==> src/rtl/pwm_prescaled_pkg.sv <==
package pwm_prescaled_pkg;

   localparam int REG_AW = 3;

   // register addresses
   typedef enum logic [REG_AW-1:0] {
      RA_CFG    = 3'd0,
      RA_SRCSEL = 3'd1,
      RA_START  = 3'd2,
      RA_STOP   = 3'd3,
      RA_STATUS = 3'd4
   } reg_addr_e;

   // field placement inside the configuration word
   localparam int CMP_LSB = 8;
   localparam int POL_BIT = 4;
   localparam int PS_LSB  = 0;

endpackage

==> src/rtl/pwm_prescaled_regs.sv <==
module pwm_prescaled_regs
   import pwm_prescaled_pkg::*;
#(
   parameter int CNT_W  = 8,
   parameter int PS_W   = 3,
   parameter int PS_MAX = 6,
   parameter int DATA_W = 32
) (
   input  logic              clk,
   input  logic              rst_n,
   input  logic              wr_en,
   input  logic [REG_AW-1:0] addr,
   input  logic [DATA_W-1:0] wdata,
   input  logic              running,
   output logic [DATA_W-1:0] rdata,
   output logic [CNT_W-1:0]  cfg_cmp,
   output logic              cfg_pol,
   output logic [PS_W-1:0]   cfg_ps,
   output logic              sel_sys,
   output logic              run_req
);

   logic [PS_W-1:0]  ps_new;
   logic [CNT_W-1:0] cmp_new;
   logic             ps_ok;

   assign ps_new  = wdata[PS_LSB +: PS_W];
   assign cmp_new = wdata[CMP_LSB +: CNT_W];
   assign ps_ok   = (int'(ps_new) <= PS_MAX);

   always_ff @(posedge clk or negedge rst_n) begin
      if (!rst_n) begin
         cfg_cmp <= '0;
         cfg_pol <= 1'b0;
         cfg_ps  <= '0;
         sel_sys <= 1'b0;
         run_req <= 1'b0;
      end else if (wr_en) begin
         case (addr)
            RA_CFG: begin
               if (ps_ok) begin
                  cfg_cmp <= cmp_new;
                  cfg_pol <= wdata[POL_BIT];
                  cfg_ps  <= ps_new;
               end
            end
            RA_SRCSEL: sel_sys <= wdata[0];
            RA_START:  if (wdata[0]) run_req <= 1'b1;
            RA_STOP:   if (wdata[0]) run_req <= 1'b0;
            default: ;
         endcase
      end
   end

   always_comb begin
      rdata = '0;
      case (addr)
         RA_CFG: begin
            rdata[CMP_LSB +: CNT_W] = cfg_cmp;
            rdata[POL_BIT]          = cfg_pol;
            rdata[PS_LSB +: PS_W]   = cfg_ps;
         end
         RA_SRCSEL: rdata[0] = sel_sys;
         RA_STATUS: rdata[0] = running;
         default: ;
      endcase
   end

endmodule

==> src/rtl/pwm_prescaled_tick_src.sv <==
module pwm_prescaled_tick_src #(
   parameter int SLOW_SYNC = 2
) (
   input  logic clk,
   input  logic rst_n,
   input  logic slow_clk,
   input  logic sel_sys,
   output logic tick
);

   // SLOW_SYNC stages of synchronizer plus one stage for edge detection
   logic [SLOW_SYNC:0] samp;

   genvar g;
   generate
      for (g = 0; g <= SLOW_SYNC; g++) begin : g_stage
         if (g == 0) begin : g_first
            always_ff @(posedge clk or negedge rst_n) begin
               if (!rst_n) samp[g] <= 1'b0;
               else        samp[g] <= slow_clk;
            end
         end else begin : g_next
            always_ff @(posedge clk or negedge rst_n) begin
               if (!rst_n) samp[g] <= 1'b0;
               else        samp[g] <= samp[g-1];
            end
         end
      end
   endgenerate

   logic slow_rise;
   assign slow_rise = samp[SLOW_SYNC-1] & ~samp[SLOW_SYNC];
   assign tick      = sel_sys | slow_rise;

endmodule

==> src/rtl/pwm_prescaled_run_sync.sv <==
module pwm_prescaled_run_sync #(
   parameter int STAGES = 2
) (
   input  logic clk,
   input  logic rst_n,
   input  logic tick,
   input  logic run_req,
   output logic running
);

   logic [STAGES-1:0] chain;

   genvar g;
   generate
      for (g = 0; g < STAGES; g++) begin : g_stage
         logic d;
         if (g == 0) begin : g_in
            assign d = run_req;
         end else begin : g_mid
            assign d = chain[g-1];
         end
         always_ff @(posedge clk or negedge rst_n) begin
            if (!rst_n)    chain[g] <= 1'b0;
            else if (tick) chain[g] <= d;
         end
      end
   endgenerate

   assign running = chain[STAGES-1];

endmodule

==> src/rtl/pwm_prescaled_core.sv <==
module pwm_prescaled_core #(
   parameter int CNT_W  = 8,
   parameter int PS_W   = 3,
   parameter int PS_MAX = 6
) (
   input  logic             clk,
   input  logic             rst_n,
   input  logic             tick,
   input  logic             running,
   input  logic [CNT_W-1:0] cfg_cmp,
   input  logic             cfg_pol,
   input  logic [PS_W-1:0]  cfg_ps,
   output logic [CNT_W-1:0] cnt,
   output logic             cnt_tick,
   output logic [CNT_W-1:0] act_cmp,
   output logic             act_pol,
   output logic             pwm_o
);

   localparam int                PRE_W    = PS_MAX;
   localparam logic [CNT_W-1:0] CNT_LAST = {CNT_W{1'b1}};

   logic [PS_W-1:0]  act_ps;
   logic [PRE_W-1:0] pre_cnt;
   logic [PRE_W:0]   span;
   logic [PRE_W-1:0] pre_last;
   logic             pre_hit;
   logic             wrap;
   logic             window;

   // last prescaler count of a counter step: 2^n - 1
   assign span     = ((PRE_W+1)'(1) << act_ps) - (PRE_W+1)'(1);
   assign pre_last = span[PRE_W-1:0];
   assign pre_hit  = (pre_cnt == pre_last);
   assign cnt_tick = running & tick & pre_hit;
   assign wrap     = cnt_tick & (cnt == CNT_LAST);

   always_ff @(posedge clk or negedge rst_n) begin
      if (!rst_n) begin
         pre_cnt <= '0;
         cnt     <= '0;
      end else if (!running) begin
         pre_cnt <= '0;
         cnt     <= '0;
      end else if (tick) begin
         if (pre_hit) begin
            pre_cnt <= '0;
            cnt     <= cnt + 1'b1;
         end else begin
            pre_cnt <= pre_cnt + 1'b1;
         end
      end
   end

   // shadow copy: tracks the register while idle, reloads at the wrap
   always_ff @(posedge clk or negedge rst_n) begin
      if (!rst_n) begin
         act_cmp <= '0;
         act_pol <= 1'b0;
         act_ps  <= '0;
      end else if (!running || wrap) begin
         act_cmp <= cfg_cmp;
         act_pol <= cfg_pol;
         act_ps  <= cfg_ps;
      end
   end

   assign window = (cnt < act_cmp);
   assign pwm_o  = running ? (window == act_pol) : ~act_pol;

endmodule

==> src/rtl/pwm_prescaled.sv <==
module pwm_prescaled
   import pwm_prescaled_pkg::*;
#(
   parameter int CNT_W     = 8,
   parameter int PS_W      = 3,
   parameter int PS_MAX    = 6,
   parameter int DATA_W    = 32,
   parameter int RUN_SYNC  = 2,
   parameter int SLOW_SYNC = 2
) (
   input  logic              clk,
   input  logic              rst_n,
   input  logic              slow_clk,
   input  logic              wr_en,
   input  logic [REG_AW-1:0] addr,
   input  logic [DATA_W-1:0] wdata,
   output logic [DATA_W-1:0] rdata,
   output logic              pwm_o
);

   // elaboration-time parameter checks
   generate
      if (PS_MAX < 1 || PS_MAX >= (1 << PS_W)) begin : g_bad_psmax
         $error("PS_MAX must be at least 1 and below 2**PS_W");
      end
      if (PS_LSB + PS_W > POL_BIT) begin : g_bad_psw
         $error("prescaler field overlaps the polarity bit");
      end
      if (CMP_LSB + CNT_W > DATA_W) begin : g_bad_cmp
         $error("compare field does not fit in DATA_W");
      end
      if (RUN_SYNC < 2 || SLOW_SYNC < 2) begin : g_bad_sync
         $error("synchronizers need at least two stages");
      end
   endgenerate

   logic [CNT_W-1:0] cfg_cmp;
   logic             cfg_pol;
   logic [PS_W-1:0]  cfg_ps;
   logic             sel_sys;
   logic             run_req;
   logic             running;
   logic             tick;
   logic [CNT_W-1:0] cnt;
   logic             cnt_tick;
   logic [CNT_W-1:0] act_cmp;
   logic             act_pol;

   pwm_prescaled_regs #(
      .CNT_W (CNT_W),
      .PS_W  (PS_W),
      .PS_MAX(PS_MAX),
      .DATA_W(DATA_W)
   ) u_regs (
      .clk    (clk),
      .rst_n  (rst_n),
      .wr_en  (wr_en),
      .addr   (addr),
      .wdata  (wdata),
      .running(running),
      .rdata  (rdata),
      .cfg_cmp(cfg_cmp),
      .cfg_pol(cfg_pol),
      .cfg_ps (cfg_ps),
      .sel_sys(sel_sys),
      .run_req(run_req)
   );

   pwm_prescaled_tick_src #(
      .SLOW_SYNC(SLOW_SYNC)
   ) u_tick (
      .clk     (clk),
      .rst_n   (rst_n),
      .slow_clk(slow_clk),
      .sel_sys (sel_sys),
      .tick    (tick)
   );

   pwm_prescaled_run_sync #(
      .STAGES(RUN_SYNC)
   ) u_run (
      .clk    (clk),
      .rst_n  (rst_n),
      .tick   (tick),
      .run_req(run_req),
      .running(running)
   );

   pwm_prescaled_core #(
      .CNT_W (CNT_W),
      .PS_W  (PS_W),
      .PS_MAX(PS_MAX)
   ) u_core (
      .clk     (clk),
      .rst_n   (rst_n),
      .tick    (tick),
      .running (running),
      .cfg_cmp (cfg_cmp),
      .cfg_pol (cfg_pol),
      .cfg_ps  (cfg_ps),
      .cnt     (cnt),
      .cnt_tick(cnt_tick),
      .act_cmp (act_cmp),
      .act_pol (act_pol),
      .pwm_o   (pwm_o)
   );

endmodule

==> config.mk <==
export PLATFORM = sky130hd
export DESIGN_NAME = pwm_prescaled
export DESIGN_NICKNAME = d
export VERILOG_FILES = /design/src/rtl/pwm_prescaled_pkg.sv /design/src/rtl/pwm_prescaled_regs.sv /design/src/rtl/pwm_prescaled_tick_src.sv /design/src/rtl/pwm_prescaled_run_sync.sv /design/src/rtl/pwm_prescaled_core.sv /design/src/rtl/pwm_prescaled.sv
export SDC_FILE = /design/constraint.sdc
export NUM_CORES = 1
export LEC_CHECK = 0
export BUFFER_PORTS_ARGS = -buffer_cell sky130_fd_sc_hd__buf_2
export CORE_MARGIN = 2
export CORE_UTILIZATION = 46
export CTS_BUF_LIST = sky130_fd_sc_hd__clkbuf_16
export CTS_CLUSTER_SIZE = 30
export DETAILED_ROUTE_END_ITERATION = 10
export GPL_TIMING_DRIVEN = 0
export PLACE_DENSITY = 0.75
export SYNTH_ARGS = -nofsm -noshare
export SYNTH_HDL_FRONTEND = slang
export SYNTH_HIERARCHICAL = 1
export SYNTH_SLANG_ARGS = --single-unit
==> constraint.sdc <==
create_clock -name clk -period 4.67 [get_ports clk]
set_input_delay 0.467 -clock clk [delete_from_list [all_inputs] [get_ports clk]]
set_output_delay 0.467 -clock clk [all_outputs]
set_load 0.1 [all_outputs]
Word-level counts from Yosys, hierarchy flattened
Cells that the tools add are included.
{"block": "word_totals", "ff_bits": 45, "inputBits": 39, "elab_cells": 61}
{"block": "op_classes", "add_sub_neg": 3, "order_cmp": 2, "eq_ne": 11, "shift": 1, "muxes": 14, "n_bitwise": 7, "n_reduce_logical": 8}
{"op": "$mux 8", "n": 4}
{"op": "$mux 6", "n": 3}
{"op": "$add 8x1->8 const B", "n": 1}
{"op": "$eq 8x8->1 const B", "n": 1}
{"op": "$lt 8x8->1", "n": 1}
{"op": "$add 6x1->6 const B", "n": 1}
{"op": "$eq 3x2->1 const B", "n": 2}
{"op": "$eq 6x6->1", "n": 1}
{"op": "$shl 1x3->6 const A", "n": 1}
{"op": "$sub 6x2->6 const B", "n": 1}
{"op": "$and 1x1->1", "n": 4}
{"op": "$mux 1", "n": 4}
{"op": "$ne 2x1->1 const B", "n": 2}
{"op": "$ne 2x2->1 const B", "n": 2}
{"op": "$reduce_and 2->1", "n": 2}
{"op": "$reduce_and 4->1", "n": 1}
{"op": "$eq 3x1->1 const B", "n": 1}
{"op": "$eq 3x3->1 const B", "n": 1}
{"op": "$le 3x3->1 const B", "n": 1}
{"op": "$logic_not 3->1", "n": 1}
{"op": "$pmux 1 s3", "n": 1}
{"op": "$reduce_and 3->1", "n": 1}
{"op": "$mux 2", "n": 1}
{"op": "$not 1->1", "n": 2}
{"op": "6 further kinds", "n": 6}

Logic depth before layout (Yosys ltp)
Gate-level depths: netlist of the first run.
{"block": "logic_depth", "ltp_word": 7, "depth_mapped": 8}

Cells and area by module
The synthesis of the first run kept the hierarchy.
{"module": "pwm_prescaled_core", "instances": 1, "cells_each": 161, "area_each_um2": 1592.8, "seq_area_each_um2": 650.6}
{"module": "pwm_prescaled_regs", "instances": 1, "cells_each": 73, "area_each_um2": 853.3, "seq_area_each_um2": 350.3}
{"module": "pwm_prescaled_tick_src", "instances": 1, "cells_each": 5, "area_each_um2": 86.3, "seq_area_each_um2": 75.1}
{"module": "pwm_prescaled_run_sync", "instances": 1, "cells_each": 4, "area_each_um2": 72.6, "seq_area_each_um2": 50.0}

Worst setup path after synthesis of the first run
No wires, ideal clock.
{"block": "synth_timing", "kind": "register to output", "startpoint": "register u_core.cnt[4]", "endpoint": "output pwm_o", "arrival_time_ns": 3.231, "setup_slack_ns": 0.972, "stages_incl_launch_ff": 7, "path_buffers": 0, "cell_sequence": "dfrtp_1 ha_1 a21oi_1 nor2b_1 o21ai_0 o211ai_1 nor3_1"}
{"block": "synth_via", "elab_chain_len": 3}
{"item": "start, declared", "line": "pwm_prescaled_core.sv:13", "rtl": "output logic [CNT_W-1:0] cnt,"}
{"item": "start signal, assigned", "line": "pwm_prescaled_core.sv:48", "rtl": "cnt <= cnt + 1'b1;"}
{"item": "$lt 8x8->1", "line": "pwm_prescaled_core.sv:68", "rtl": "assign window = (cnt < act_cmp);"}
{"item": "$eq 1x1->1", "line": "pwm_prescaled_core.sv:69", "rtl": "assign pwm_o = running ? (window == act_pol) : ~act_pol;"}
{"item": "$mux 1", "line": "pwm_prescaled_core.sv:69"}
{"item": "end, declared", "line": "pwm_prescaled.sv:18", "rtl": "output logic pwm_o"}
Every way passes these cells.

Final worst setup path of the first run
Same ends and word-level chain as after synthesis.

==> run metrics, run 1 <==
reg2reg start=u_core/act_ps[1]$_DFFE_PN0P_; clk_skew=around 2.5 ps; count of buffers from port buffering=31; Data required, critical path=4200 ps; leakage dissipation=1.478 nW; total routed wirelength=around 4.6 mm; total clock buffers created by CTS=5; hold path depth=1; power density of the placed cells=509.0 nW/µm²; # hold bufs at CTS=0; initial cell density of the core=0.4751; maximum fanout along the worst path=6; DRC Markers=0; grt total ovfl=0; number of antenna violations at the first check in global routing=0; half-perimeter wire length after detailed placement=3.447 mm; buffers from clock root to sink, at most=2; number of clock sinks seen by CTS=45; Most Used Layer, Global Route=met2; clock edge transition at the registers on the reported setup and hold paths=60 ps; Worst Min Path Start=slow_clk; setup repair after global routing missed its margin=no; iteration count of the initial detailed-routing pass=4; Filler Cell Count=476; Top Ports=a little over 70; chip height=79.18 µm; clock tree from TritonCTS=done; area of the mapped netlist=2600 µm²; Global Route Usage Sum=0.1558; final hold violation count=0; reg2reg setup slack=2270 ps; Detail Route Antenna Nets=0; Maximum Capacitance Violations=0; Skew-Pair Late Insertion Delay=280 ps; worst min-delay path endpoint=u_tick/samp[0]$_DFF_PN0_; die area=6269 µm²; worst reg-to-reg path cell count=7; net total in the final layout=347; wire length of the first global-routing pass=7.665 mm; portion of the clock cycle consumed by the worst path in the final layout=0.5768; average wire per standard cell=12.47 µm; endpoint of the most critical register-to-register path=u_core/act_cmp[7]$_DFFE_PN0P_; syn_area_per_cell=between 10 and 15 µm²; classification of the worst setup path=reg -> out; synthesized instance count=242; largest net degree at the start of global routing=46; Sequential cell area=approximately 1100 µm²; routed vias/inst=4.922; achievable clock frequency=371.2 MHz; Multi-input gate area=roughly 1300 µm²; count of H-tree levels built during CTS=2; tightest slew margin relative to the limit=0.3553; synthesis-to-layout area growth=17.42%; CP Data Arrival Time=2230 ps; met3 Usage GRT=0.03068; Worst Setup Start Kind=flop; GR Layer Usage met2=0.2542; Min-Delay Path Class=in -> reg; Net Sw Frac=0.4038; Core Box Area=approximately 5500 µm²; register share of total power=0.361; Core Util, Final=0.5578; worst-margin pin slew=967.1 ps; width of the die=79.18 µm; post-route setup TNS=0 ps; number of global-route vias before repair=1660; Iter 0 DRT Violations=around 110; share of total power in combinational logic=0.427; share of power burned in the clock network=0.212; row count=27; yosys warns=6; clock period minus final worst setup slack=~2700 ps; weighted congestion at the end of routability-driven global placement=0.8508; Root Buffer Master=clkbuf_16; post-route worst hold slack=286.5 ps; internal power=926.3 µW; Crit. End Element=output pin; vias=about 1800; Psw=627.5 µW; Finish-stage setup viols=0; post-CTS sizing=0; diodes inserted=0; met1 track demand over resource in global routing=0.2062; number of post-CTS setup repair buffers=0; status=completed; Max Slew Vio Count=0; Max VDD drop=0.3101 mV; fraction of final layout cells sized beyond drive strength 1=0.3211
[power by group through the flow]
stage	sequential [mW]	combinational, mW	clock (mW)
final	0.560	0.663	0.330
after global routing	0.577	0.713	0.357
after CTS	0.561	0.666	0.340
after detailed placement	0.566	0.662	0
after global placement	0.561	0.645	0
after floorplan	0.542	0.562	0
[per-layer routing]
layer / wire (µm) / vias to the layer above / share of wire
met2: 2177 / 50 / 0.47
met4: 60 / 0 / 0.013
met5: 0 / - / 0
li1: - / 928 / -
met3: 220 / 6 / 0.048
met1: 2169 / 842 / 0.47
[worst max path at each step]
stage          slack, ps                         start                            to
5_1_grt             1860     u_core/cnt[4]$_DFFE_PN0P_                         pwm_o
3_5_place_dp        2280  u_core/act_ps[1]$_DFFE_PN0P_  u_core/act_ps[2]$_DFFE_PN0P_
4_1_cts             1960     u_core/cnt[4]$_DFFE_PN0P_                         pwm_o
6_report            1980     u_core/cnt[4]$_DFFE_PN0P_                         pwm_o
2_1_floorplan        970     u_core/cnt[4]$_DFFE_PN0P_                         pwm_o
3_3_place_gp        2310  u_core/act_ps[1]$_DFFE_PN0P_  u_core/act_ps[0]$_DFFE_PN0P_
[critical path, cell delays in order, from the launching register on]
cell	delay, ps
dfrtp_1	430
ha_1	330
a21oi_1	150
nor2b_1	60
o21ai_0	250
o211ai_1	150
nor3_1	130
buf_2	450
[per-stage QoR]
stage          setup WS [ps]  area (µm²)  power, mW  std cells
5_1_grt                 1865        3053      1.647        371
6_report                1976        3053      1.554        371
2_1_floorplan          972.3        2671      1.104        261
3_5_place_dp            2278        2917      1.229        364
4_1_cts                 1963        3053      1.567        371
3_3_place_gp            2308        2917      1.207        364
[cell usage in the layout, fill, tap and decap left out, types with 4 or more instances in the layout]
master,count
conb_1,20
o31ai_1,4
nor3_1,9
nand3_1,8
inv_1,13
nand2b_1,4
clkbuf_1,5
mux2_4,10
a21oi_1,10
mux2_2,15
dfrtp_1,45
buf_4,21
buf_2,32
and2_1,10
ha_1,9
nand2_1,13
or4_1,4
clkbuf_16,5
nor2_1,6
[sequential cells by signal, indices dropped and copies added, names as in the netlist, 3 cells and up]
name and flops:
u_core/pre_cnt 6, u_core/act_cmp 8, u_tick/samp 3, u_core/cnt 8, u_core/act_ps 3, u_regs/cfg_cmp 8, u_regs/cfg_ps 3
[area by class of cell]
class,count,area share
multi-input combinational,173,0.4197
sequential,45,0.3689
buffer,30,0.07049
timing repair buffer,31,0.05082
clock buffer,5,0.04098
tap,72,0.02951
inverter,13,0.01598
clock inverter,2,0.003689
Note: power is estimated with default switching activity, not from simulation.
==> run 2: changes to the inputs <==
==> constraint.sdc (replaced) <==
create_clock -name clk -period 2.8 [get_ports clk]
set_input_delay 0.28 -clock clk [delete_from_list [all_inputs] [get_ports clk]]
set_output_delay 0.28 -clock clk [all_outputs]
set_load 0.1 [all_outputs]
==> run 2 against run 1 <==
Final area grew 0.41%; combinational power grew 69%; die area is the same; critical endpoint unchanged; largest cell class unchanged; largest power group unchanged.
==> run metrics, run 2 (synthesis results as in run 1) <==
maximum fanout along the worst path=6 (unchanged); clk_skew=6.247 ps (was 2.450 ps); Root Buffer Master=clkbuf_16 (unchanged); leakage dissipation=1.484 nW (was 1.478 nW); worst-margin pin slew=952.7 ps (was 967.1 ps); achievable clock frequency=407.2 MHz; post-route setup TNS=0 ps (unchanged); iteration count of the initial detailed-routing pass=4 (unchanged); worst-path cell chain=ha_1 > a21oi_1 > nor2b_1 > o21ai_0 > o211ai_1 > nor3_2 > buf_2 (was ha_1 > a21oi_1 > nor2b_1 > o21ai_0 > o211ai_1 > nor3_1 > buf_2); total power draw=2.629 mW (was 1.554 mW); Maximum Capacitance Violations=0 (unchanged); DRC Markers=0 (unchanged); final hold violation count=0 (unchanged); die area=6269 µm² (unchanged); Global Route Usage Sum=0.1636 (was 0.1558); largest stage delay on the critical path=440 ps (was 450 ps); Setup WS pre-CTS=388.9 ps (was 2278 ps); tightest slew margin relative to the limit=0.3649 (was 0.3553); setup repair after global routing missed its margin=no (unchanged); vias=1871 (was 1826); largest net degree at the start of global routing=46 (unchanged); synthesis-to-layout area growth=17.90% (was 17.42%); dpl cells=364 (unchanged); Max VDD drop=0.4940 mV (was 0.3101 mV); Data required, critical path=2520 ps (was 4200 ps); buffers from clock root to sink, at most=2 (unchanged); weighted congestion at the end of routability-driven global placement=0.8503 (was 0.8508); portion of the clock cycle consumed by the worst path in the final layout=0.8771; count of H-tree levels built during CTS=2 (unchanged); Detail Route Antenna Nets=0 (unchanged); Finished Layout Cells=372 (was 371); clock period minus final worst setup slack=2456 ps; Sequential cell area=1126 µm² (unchanged); initial cell density of the core=0.4751 (unchanged); post-CTS sizing=0 (unchanged); Skew-Pair Late Insertion Delay=290 ps (was 280 ps); Filler Cell Count=477 (was 476); routed vias/inst=5.030 (was 4.922); CP Data Arrival Time=2180 ps (was 2230 ps); number of clock sinks seen by CTS=45 (unchanged); total clock buffers created by CTS=5 (unchanged); worst path buffer plus inverter count=1 (unchanged); total routed wirelength=4.684 mm (was 4.627 mm); Crit. End Element=output pin (unchanged); Min-Delay Path Class=in -> reg (unchanged); average wire per standard cell=12.59 µm (was 12.47 µm); standard cell with the maximum stage delay on the critical path=dfrtp_1 (was buf_2); number of global-route vias before repair=1726 (was 1660); Multi-input gate area=1286 µm² (was 1281 µm²); net total in the final layout=347 (unchanged); # hold bufs at CTS=0 (unchanged); Worst Setup Start Kind=flop (unchanged); Iter 0 DRT Violations=158 (was 105); half-perimeter wire length after detailed placement=3.502 mm (was 3.447 mm); clock tree from TritonCTS=done (unchanged); diodes inserted=0 (unchanged); chip height=79.18 µm (unchanged); Final Worst Setup Slack=344.1 ps (was 1976 ps); classification of the worst setup path=reg -> out (unchanged); clock edge transition at the registers on the reported setup and hold paths=60 ps (about the same); count of buffers from port buffering=31 (unchanged); fraction of final layout cells sized beyond drive strength 1=0.3267 (was 0.3211); Finish-stage setup viols=0 (unchanged); wire length of the first global-routing pass=8.059 mm (was 7.665 mm); width of the die=79.18 µm (unchanged); number of antenna violations at the first check in global routing=0 (unchanged); Core Box Area=5473 µm² (unchanged); status=completed (unchanged); power density of the placed cells=857.6 nW/µm² (was 509.0 nW/µm²); category of cells accounting for the largest share of critical-path delay=compound AO/OA/AOI/OAI gates (unchanged); row count=27 (unchanged); number of post-CTS setup repair buffers=0 (unchanged); Max Slew Vio Count=0 (unchanged); Top Ports=72 (unchanged); most common library cell in the layout ignoring fill and taps=dfrtp_1 (unchanged); registers with the highest flip-flop counts=u_core/act_cmp x8, u_core/cnt x8, u_regs/cfg_cmp x8 (unchanged); most used cells in the layout excluding fill and tap cells=dfrtp_1, buf_2, buf_4, conb_1, mux2_2 (unchanged); grt total ovfl=0 (unchanged)
[run 2: routing by layer]
layer | GRT usage | vias up | part of all wire
met5 | 0 | - | 0
met4 | 0.06207 | 0 | 0.018
met3 | 0.03636 | 8 | 0.056
met2 | 0.2619 | 62 | 0.46
met1 | 0.2172 | 866 | 0.46
li1 | - | 935 | -
[run 2: worst paths after layout]
path	start	end	slack, ps	depth (start not counted)
max	u_core/cnt[4]$_DFFE_PN0P_	pwm_o	340	7
min	slow_clk	u_tick/samp[0]$_DFF_PN0_	100	1
max reg2reg	u_core/act_ps[1]$_DFFE_PN0P_	u_core/act_ps[2]$_DFFE_PN0P_	400	7
min reg2reg	u_tick/samp[0]$_DFF_PN0_	u_tick/samp[1]$_DFF_PN0_	350	0
max in group asynchronous	rst_n	u_run/running$_DFFE_PN0P_	2060	1
min in group asynchronous	rst_n	u_regs/cfg_cmp[2]$_DFFE_PN0P_	150	1
[run 2: cell type report]
type | count | area share
Multi-Input combinational cell | 173 | 0.4196
Timing Repair Buffer | 31 | 0.05061
Sequential cell | 45 | 0.3673
Clock inverter | 3 | 0.006122
Clock buffer | 5 | 0.04082
Buffer | 30 | 0.07020
Inverter | 13 | 0.01592
Tap cell | 72 | 0.02939
[run 2: per-stage QoR]
step / area (µm²) / utilization / hold WS [ps]
global route: 3065 / 0.5601 / 92.94
floorplan: 2676 / - / -15.59
finish: 3065 / 0.5601 / 98.77
detailed placement: 2922 / 0.5338 / 340.2
global placement: 2922 / 0.5338 / 331.8
CTS: 3065 / 0.5601 / 95.02
[run 2: worst register-to-register path: cells and delay by family (launching register included)]
kind	cells	cell delay [ps]
simple gates	1	350
buf+inv	2	420
mux	1	350
compound gates	3	820
flops	1	350
[run 2: power by group]
group	internal, mW	total (mW)	switching [mW]
registers	0.810	0.938	0.129
logic	0.416	1.12	0.704
clock network	0.327	0.571	0.244
